`src/rtl/emu_regmap_pkg.sv`:
```
package emu_regmap_pkg;

    typedef enum logic [5:0] {
        RG_NONE,
        RG_A_DIN, RG_A_CMDOUT, RG_A_IST1, RG_A_IMSK1, RG_A_IST2, RG_A_IMSK2,
        RG_A_SPST, RG_A_SPMD, RG_A_ADST, RG_A_ADMD, RG_A_CPASS, RG_A_AUX,
        RG_A_ADRD0, RG_A_ADWR, RG_A_ADRD1, RG_A_EOS,
        RG_B_IST0, RG_B_IMSK0, RG_B_IST1, RG_B_IMSK1, RG_B_ADST, RG_B_BUSST,
        RG_B_AUX, RG_B_IST2, RG_B_ADDR, RG_B_SPST, RG_B_SPMD, RG_B_CPASS,
        RG_B_PPOLL, RG_B_DIN, RG_B_CMDOUT,
        RG_B_PG_IMSK2, RG_B_PG_EOS, RG_B_PG_BCNT, RG_B_PG_ACC,
        RG_S_CNT0, RG_S_CNT1, RG_S_CNT2, RG_S_CNT3, RG_S_HSPD, RG_S_STAT1,
        RG_S_CFG, RG_S_IMSK3, RG_S_FIFOB, RG_S_FIFOA, RG_S_IST3, RG_S_CLKCFG,
        RG_S_STAT2, RG_S_CMD, RG_S_TIMER
    } reg_id_e;

    localparam int RID_COUNT = int'(RG_S_TIMER) + 1;
    localparam int OFF_W     = 5;
    localparam int CMD_W     = 8;

    localparam logic [CMD_W-1:0] AUXC_PAGE_BASE = 8'h50;
    localparam logic [CMD_W-1:0] AUXC_PAGE_CLR  = 8'h54;
    localparam logic [CMD_W-1:0] AUXC_MODE_A    = 8'h5A;
    localparam logic [CMD_W-1:0] AUXC_MODE_B    = 8'h5B;

    typedef struct packed {
        logic       mode_b;
        logic       swap;
        logic       pg_on;
        logic [1:0] pg_idx;
    } map_state_t;

    function automatic reg_id_e rw_pick(input logic is_wr, input reg_id_e r, input reg_id_e w);
        return is_wr ? w : r;
    endfunction

    // Swapped map B slot to canonical slot (slot = offset[3:1])
    function automatic logic [2:0] swap_slot(input logic [2:0] s);
        case (s)
            3'd0: return 3'd7;
            3'd1: return 3'd6;
            3'd2: return 3'd5;
            3'd3: return 3'd4;
            3'd4: return 3'd2;
            3'd5: return 3'd3;
            3'd6: return 3'd0;
            default: return 3'd1;
        endcase
    endfunction

    function automatic reg_id_e shared_lookup(input logic is_wr, input logic [OFF_W-1:0] off);
        case (off)
            5'h09: return RG_S_CNT2;
            5'h0B: return RG_S_CNT3;
            5'h0D: return is_wr ? RG_S_HSPD : RG_NONE;
            5'h10: return rw_pick(is_wr, RG_S_STAT1, RG_S_CFG);
            5'h12: return RG_S_IMSK3;
            5'h14: return RG_S_CNT0;
            5'h16: return RG_S_CNT1;
            5'h18: return RG_S_FIFOB;
            5'h19: return RG_S_FIFOA;
            5'h1A: return rw_pick(is_wr, RG_S_IST3, RG_S_CLKCFG);
            5'h1C: return rw_pick(is_wr, RG_S_STAT2, RG_S_CMD);
            5'h1E: return RG_S_TIMER;
            default: return RG_NONE;
        endcase
    endfunction

    function automatic reg_id_e map_a_lookup(input logic is_wr, input logic [2:0] slot);
        case (slot)
            3'd0: return rw_pick(is_wr, RG_A_DIN,   RG_A_CMDOUT);
            3'd1: return rw_pick(is_wr, RG_A_IST1,  RG_A_IMSK1);
            3'd2: return rw_pick(is_wr, RG_A_IST2,  RG_A_IMSK2);
            3'd3: return rw_pick(is_wr, RG_A_SPST,  RG_A_SPMD);
            3'd4: return rw_pick(is_wr, RG_A_ADST,  RG_A_ADMD);
            3'd5: return rw_pick(is_wr, RG_A_CPASS, RG_A_AUX);
            3'd6: return rw_pick(is_wr, RG_A_ADRD0, RG_A_ADWR);
            default: return rw_pick(is_wr, RG_A_ADRD1, RG_A_EOS);
        endcase
    endfunction

    function automatic reg_id_e paged_write(input logic [1:0] idx);
        case (idx)
            2'd0: return RG_B_PG_IMSK2;
            2'd1: return RG_B_PG_EOS;
            2'd2: return RG_B_PG_BCNT;
            default: return RG_B_PG_ACC;
        endcase
    endfunction

    function automatic reg_id_e map_b_lookup(input logic is_wr, input logic [2:0] slot,
                                             input logic pg_on, input logic [1:0] pg_idx);
        case (slot)
            3'd0: return rw_pick(is_wr, RG_B_IST0, RG_B_IMSK0);
            3'd1: return rw_pick(is_wr, RG_B_IST1, RG_B_IMSK1);
            3'd2: return is_wr ? (pg_on ? paged_write(pg_idx) : RG_NONE) : RG_B_ADST;
            3'd3: return rw_pick(is_wr, RG_B_BUSST, RG_B_AUX);
            3'd4: return rw_pick(is_wr, RG_B_IST2, RG_B_ADDR);
            3'd5: return rw_pick(is_wr, RG_B_SPST, RG_B_SPMD);
            3'd6: return rw_pick(is_wr, RG_B_CPASS, RG_B_PPOLL);
            default: return rw_pick(is_wr, RG_B_DIN, RG_B_CMDOUT);
        endcase
    endfunction

endpackage

```
`src/rtl/map_decode.sv`:
```
module map_decode
    import emu_regmap_pkg::*;
(
    input  map_state_t         st,
    input  logic               is_wr,
    input  logic [OFF_W-1:0]   off,
    output reg_id_e            id
);
    localparam logic [OFF_W-1:0] ALIAS_IST2 = 5'h11;
    localparam logic [OFF_W-1:0] ALIAS_SPST = 5'h13;

    logic [2:0] slot_raw;
    logic [2:0] slot_b;
    logic       legacy_area;
    reg_id_e    shared_id;

    assign slot_raw    = off[3:1];
    assign slot_b      = st.swap ? swap_slot(slot_raw) : slot_raw;
    assign legacy_area = !off[OFF_W-1] && !off[0];
    assign shared_id   = shared_lookup(is_wr, off);

    always_comb begin
        id = RG_NONE;
        if (shared_id != RG_NONE) begin
            id = shared_id;
        end else if (legacy_area) begin
            id = st.mode_b ? map_b_lookup(is_wr, slot_b, st.pg_on, st.pg_idx)
                           : map_a_lookup(is_wr, slot_raw);
        end else if (st.mode_b && st.pg_on && !is_wr) begin
            if (off == ALIAS_IST2)      id = RG_B_IST2;
            else if (off == ALIAS_SPST) id = RG_B_SPST;
        end
    end
endmodule

```
`src/rtl/mode_page_ctl.sv`:
```
module mode_page_ctl
    import emu_regmap_pkg::*;
(
    input  logic             clk,
    input  logic             rst,
    input  logic             mode_pin,
    input  logic             cmd_wr,
    input  logic [CMD_W-1:0] cmd_data,
    output logic             mode_b,
    output logic             page_on,
    output logic [1:0]       page_idx
);
    always_ff @(posedge clk) begin
        if (rst) begin
            mode_b   <= ~mode_pin;
            page_on  <= 1'b0;
            page_idx <= 2'd0;
        end else if (cmd_wr) begin
            if (cmd_data == AUXC_MODE_A && mode_b) begin
                mode_b  <= 1'b0;
                page_on <= 1'b0;
            end else if (cmd_data == AUXC_MODE_B && !mode_b) begin
                mode_b  <= 1'b1;
                page_on <= 1'b0;
            end else if (cmd_data == AUXC_PAGE_CLR) begin
                page_on <= 1'b0;
            end else if (mode_b && cmd_data[CMD_W-1:2] == AUXC_PAGE_BASE[CMD_W-1:2]) begin
                page_on  <= 1'b1;
                page_idx <= cmd_data[1:0];
            end
        end
    end

    p_page_only_b_r13: assert property (@(posedge clk) disable iff (rst)
        page_on |-> mode_b);

    p_mode_change_clears_r13: assert property (@(posedge clk) disable iff (rst)
        !$stable(mode_b) |-> !page_on);

    p_clear_cmd_r11: assert property (@(posedge clk) disable iff (rst)
        (cmd_wr && cmd_data == AUXC_PAGE_CLR) |=> !page_on);
endmodule

```
`src/rtl/sel_stage.sv`:
```
module sel_stage
    import emu_regmap_pkg::*;
(
    input  logic                 clk,
    input  logic                 rst,
    input  logic                 acc,
    input  logic                 is_wr,
    input  reg_id_e              id,
    output logic [RID_COUNT-1:0] sel_onehot,
    output logic                 sel_vld,
    output logic                 sel_wr
);
    logic hit;
    assign hit = acc && (id != RG_NONE);

    assign sel_onehot[0] = 1'b0;
    for (genvar k = 1; k < RID_COUNT; k++) begin : g_bit
        always_ff @(posedge clk) begin
            if (rst) sel_onehot[k] <= 1'b0;
            else     sel_onehot[k] <= hit && (int'(id) == k);
        end
    end

    always_ff @(posedge clk) begin
        if (rst) begin
            sel_vld <= 1'b0;
            sel_wr  <= 1'b0;
        end else begin
            sel_vld <= hit;
            sel_wr  <= hit && is_wr;
        end
    end

    p_onehot_r4: assert property (@(posedge clk) disable iff (rst)
        $onehot0(sel_onehot));

    p_vld_matches_r4: assert property (@(posedge clk) disable iff (rst)
        sel_vld == (sel_onehot != '0));

    p_idle_r5: assert property (@(posedge clk) disable iff (rst)
        !acc |=> !sel_vld);

    p_wr_qual_r5: assert property (@(posedge clk) disable iff (rst)
        sel_wr |-> sel_vld);
endmodule

```
`src/rtl/emu_regmap_dec.sv`:
```
module emu_regmap_dec
    import emu_regmap_pkg::*;
(
    input  logic                 clk,
    input  logic                 rst,
    input  logic                 mode_pin,
    input  logic                 swap_en,
    input  logic                 pg_pin,
    input  logic [4:0]           offset,
    input  logic                 rd_stb,
    input  logic                 wr_stb,
    input  logic [7:0]           wr_data,
    output logic [50:0]          sel_onehot,
    output logic                 sel_vld,
    output logic                 sel_wr,
    output logic                 mode_b
);
    logic       page_on;
    logic [1:0] page_idx;
    map_state_t st;
    reg_id_e    id;
    logic       acc;
    logic       cmd_wr;

    assign acc = rd_stb || wr_stb;

    // Hardware page pin acts as page 0 when no commanded page is open
    assign st.mode_b = mode_b;
    assign st.swap   = swap_en;
    assign st.pg_on  = mode_b && (page_on || pg_pin);
    assign st.pg_idx = page_on ? page_idx : 2'd0;

    map_decode u_dec (
        .st    (st),
        .is_wr (wr_stb),
        .off   (offset),
        .id    (id)
    );

    assign cmd_wr = wr_stb && (id == RG_A_AUX || id == RG_B_AUX);

    mode_page_ctl u_ctl (
        .clk      (clk),
        .rst      (rst),
        .mode_pin (mode_pin),
        .cmd_wr   (cmd_wr),
        .cmd_data (wr_data),
        .mode_b   (mode_b),
        .page_on  (page_on),
        .page_idx (page_idx)
    );

    sel_stage u_sel (
        .clk        (clk),
        .rst        (rst),
        .acc        (acc),
        .is_wr      (wr_stb),
        .id         (id),
        .sel_onehot (sel_onehot),
        .sel_vld    (sel_vld),
        .sel_wr     (sel_wr)
    );

    p_reserved_r4: assert property (@(posedge clk) disable iff (rst)
        (acc && offset inside {5'h01, 5'h03, 5'h05, 5'h07, 5'h0F}) |=> !sel_vld);

    p_mode_a_no_alias_r10: assert property (@(posedge clk) disable iff (rst)
        (rd_stb && !wr_stb && !mode_b && offset == 5'h11) |=> !sel_vld);
endmodule

```
`config.mk`:
```
export PLATFORM = sky130hd
export DESIGN_NAME = emu_regmap_dec
export DESIGN_NICKNAME = d
export VERILOG_FILES = /design/src/rtl/emu_regmap_pkg.sv /design/src/rtl/map_decode.sv /design/src/rtl/mode_page_ctl.sv /design/src/rtl/sel_stage.sv /design/src/rtl/emu_regmap_dec.sv
export SDC_FILE = /design/constraint.sdc
export NUM_CORES = 1
export LEC_CHECK = 0
export BUFFER_PORTS_ARGS = -buffer_cell sky130_fd_sc_hd__buf_2
export CORE_ASPECT_RATIO = 0.6
export CORE_UTILIZATION = 40
export DETAILED_ROUTE_END_ITERATION = 16
export GPL_ROUTABILITY_DRIVEN = 0
export PLACE_DENSITY = 0.65
export RECOVER_POWER = 100
export SYNTH_ARGS = -nofsm -noshare
export SYNTH_HDL_FRONTEND = slang
export SYNTH_SLANG_ARGS = --single-unit
```
`constraint.sdc`:
```
create_clock -name clk -period 5.3 [get_ports clk]
set_clock_uncertainty 0.15 [all_clocks]
set_input_delay 0.53 -clock clk [delete_from_list [all_inputs] [get_ports clk]]
set_output_delay 0.53 -clock clk [all_outputs]
set_load 0.02 [all_outputs]
```
==> flow_summary.yaml <==
run_status:
  outcome: "finished, final reports clean"
die:
  placementRows: 21
  core-area_sq_mm: 0.00557
  dieWidth_microns: 100
  io_pins: 74
  die-area_sq_mm: 0.00610
  floorplan.initialDensity_pct: 41.5
  floorplan.die.height_microns: 60.9
power:
  powerDensity_mw_per_mm2: 286
  power.ir.vdd_worst_uv: 159
  p_leak_uw: 0.000964
final_layout:
  filler_cells_inserted: 597
  num-nets-final: 341
  postLayoutCoreUtil_pct: 48.3
  syn_to_final_growth_pct: 16.4
  insertedDiodeCount: 0
  final_layout_size_suffix_gt1_share_pct: 11.2
cts:
  clock_path_buffers: 2
  cts.root.buffer_cell: "sky130_fd_sc_hd__clkbuf_8"
  cts_resized: 0
  ctsHtreeMaxLevel: 2
  cts.reportedPaths.clkPinSlew_ns: 0.10
  insertion_delay_ns: 0.31
  cts_post_setup_buffers_inserted: 0
  cts_buffers: 5
  cts_num_sinks: 56
  ctsHoldBuffers: 0
  tritoncts_clock_tree: "done"
detailed_routing:
  route.vias.total: 1993
  drt-vias-per-instance: 4.96
  firstDrtPassIters: 4
  drt.antenna.violating_nets: 0
  routedWlPerCell_microns: 13.9
  route.final.wire_length_microns: 5580
  detail_route.drc_violations: 0
  detail_route.iter0.violations: 113
critical_path:
  critical_path_arrival_ns: 3.41
  r2r-end: "u_ctl.mode_b"
  critical_path.startpoint_type: "input pin"
  path_max_fanout: 19
  criticalPathCategory: "input pin to flip-flop"
  cp-endpoint: "u_ctl.mode_b"
  worst_setup_path_end_kind: "flip-flop"
  worst_r2r_start: "u_ctl.mode_b"
  crit_path_start: "offset[2]"
  timing.reg2reg.setup_slack_ns: 2.05
  critPathRequiredTime_ns: 5.17
  worst_r2r_path_depth: 8
yosys:
  postSynthRegisterBits: 56
  synth_area_leaders: "sky130_fd_sc_hd__dfxtp_1 48%, sky130_fd_sc_hd__nor2_1 8.9%, sky130_fd_sc_hd__nand2b_1 2.4%, sky130_fd_sc_hd__a21oi_1 2.4%, sky130_fd_sc_hd__nand2_1 2.3%"
  mappedNetlistNets: 278
  syn-cell-area_sq_mm: 0.00231
  synth_enable_flop_cells: 1
  yosys_top_cell_area_share_pct: 47.6
  ys_dominant_reg_cell: "sky130_fd_sc_hd__dfxtp_1"
  synthesis.instances: 258
  synth_cell_type_count: 57
  async_reset_ff_share_pct: 0
  yosys_warnings: 0
  synth_area_leader_cell: "sky130_fd_sc_hd__dfxtp_1"
  syn_avg_cell_area_sq_um: 8.96
  seq_area_frac_synth_pct: 48.9
timing:
  slew-limit-headroom_pct: 48.5
  highest_achievable_clock_rate_mhz: 282
  setup-tns-final_ns: 0
  worst_hold_margin_ns: 0.301
  setup-violations-final: 0
  worst_pin_slew_ns: 0.772
  min_tclk_post_route_ns: 3.54
  grt_setup_unrepaired: "false"
  drv_slew: 0
  period_share_pct: 66.8
  final_critical_path_setup_slack_ns: 1.76
  hold_violations: 0
global_routing:
  grt_antenna_before_repair: 0
  largest_net_degree_at_the_start_of_global_routing: 22
  grt_pass1_vias: 1712
  grt_pass1_wl_microns: 8760
  grt_use_total_pct: 18.9
  overflow: 0
place:
  preCtsSetupSlack_ns: 1.97
  detailed_place_hpwl_microns: 4130
  port-buffer-count: 72
min_path:
  min-delay-path-class: "input pin to flip-flop"
flow_run:
  max-cap-violations: 0
-- cell type report --
| type | count | area (sq um) | area share [%] |
|---|---|---|---|
| Sequential cell | 56 | 1130 | 42.0 |
| Tap cell | 80 | 100 | 3.72 |
| Multi-Input combinational cell | 182 | 1050 | 39.2 |
| Inverter | 4 | 15.0 | 0.558 |
| Timing Repair Buffer | 72 | 293 | 10.9 |
| Clock inverter | 3 | 27.5 | 1.02 |
| Clock buffer | 5 | 68.8 | 2.56 |
-- per-stage QoR --
step                      total power, uW  instance area [sq um]  instances
after CTS                             778                   2780        402
after global routing                  805                   2690        402
after global placement                541                   2690        394
after floorplan                       515                   2310        258
after detailed placement              543                   2690        394
final                                 771                   2690        402
-- cell usage after synthesis, types with 3 or more instances --
cell type                   n
sky130_fd_sc_hd__a211oi_1   3
sky130_fd_sc_hd__o21ai_0    5
sky130_fd_sc_hd__nand2b_1   9
sky130_fd_sc_hd__nor2_1    55
sky130_fd_sc_hd__dfxtp_1   55
sky130_fd_sc_hd__o21a_1     3
sky130_fd_sc_hd__nor3b_1    5
sky130_fd_sc_hd__xor2_1     4
sky130_fd_sc_hd__a21bo_2    3
sky130_fd_sc_hd__nor4_1     5
sky130_fd_sc_hd__nand2_1   14
sky130_fd_sc_hd__nand3_1    7
sky130_fd_sc_hd__buf_2      9
sky130_fd_sc_hd__a21oi_1   11
sky130_fd_sc_hd__nor2b_1    3
sky130_fd_sc_hd__nand4b_1   3
sky130_fd_sc_hd__and3_1     4
sky130_fd_sc_hd__and2_1     4
sky130_fd_sc_hd__nor3_1     6
sky130_fd_sc_hd__clkbuf_1   4
-- placed cells by master, fill, tap and decap left out, drive strengths merged, types with 3 or more instances in the layout --
cell type	Yosys	routed
nor4	5	5
clkbuf	5	59
nor2	55	55
a21bo	3	3
nand3	7	7
dfxtp	55	55
a21oi	11	11
buf	11	18
o21ai	6	6
nor2b	4	4
nand4b	3	3
and3	4	4
and2	4	4
a211oi	4	4
nand2	14	14
nor3b	5	5
inv	4	5
nor3	6	6
xor2	4	4
nand2b	9	9
o21a	3	3
-- power by group --
group	internal (uW)	leakage, uW	switching, uW
Sequential	427	0.000453	2.60
Clock	97.3	0.0000463	145
Combinational	31.7	0.000465	67.5
Total	556	0.000964	215
-- layer usage --
| metal | track usage (%) | share of wire, % | vias to the layer above |
|---|---|---|---|
| li1 | - | - | 1021 |
| met1 | 29.3 | 54 | 897 |
| met2 | 26.2 | 39 | 71 |
| met3 | 4.95 | 6.3 | 4 |
| met4 | 3.11 | 0.48 | 0 |
| met5 | 0 | 0 | - |
-- critical path, stage by stage --
cell	delay, ns
sky130_fd_sc_hd__clkbuf_1	0.57
sky130_fd_sc_hd__nor2b_1	0.20
sky130_fd_sc_hd__and3_1	0.24
sky130_fd_sc_hd__o31a_1	0.30
sky130_fd_sc_hd__a211oi_1	0.64
sky130_fd_sc_hd__nand3_1	0.24
sky130_fd_sc_hd__o22ai_1	0.36
sky130_fd_sc_hd__nand2_1	0.12
sky130_fd_sc_hd__o21ai_0	0.21
-- registers in the layout (all words and copies together), names as in the netlist --
register          cells
u_sel.sel_onehot     50
u_ctl.page_idx        2
u_ctl.mode_b          1
u_ctl.page_on         1
u_sel.sel_vld         1
u_sel.sel_wr          1
-- cell families (layout without fill, tap and decap cells) --
kind of cell,Yosys count,in the layout,share of synthesized area (%)
buf+inv,20,84,4.28
simple gates,125,125,27.6
xor+xnor,5,5,1.89
flops,56,56,48.9
compound gates,51,51,17.2
other cells,1,1,0.162
-- worst min-delay path by stage --
stage	cells after the start	slack [ns]	from	to
after CTS	2	0.29	rst	u_ctl.page_idx[1]
final	2	0.30	rst	u_ctl.page_idx[1]
after floorplan	2	0.39	u_ctl.page_idx[0]	u_ctl.page_idx[0]
after global placement	2	0.42	u_ctl.page_idx[1]	u_ctl.page_idx[1]
after global routing	2	0.28	rst	u_ctl.page_idx[1]
after detailed placement	2	0.43	u_ctl.page_idx[1]	u_ctl.page_idx[1]
(Power assumes the default switching activity.)
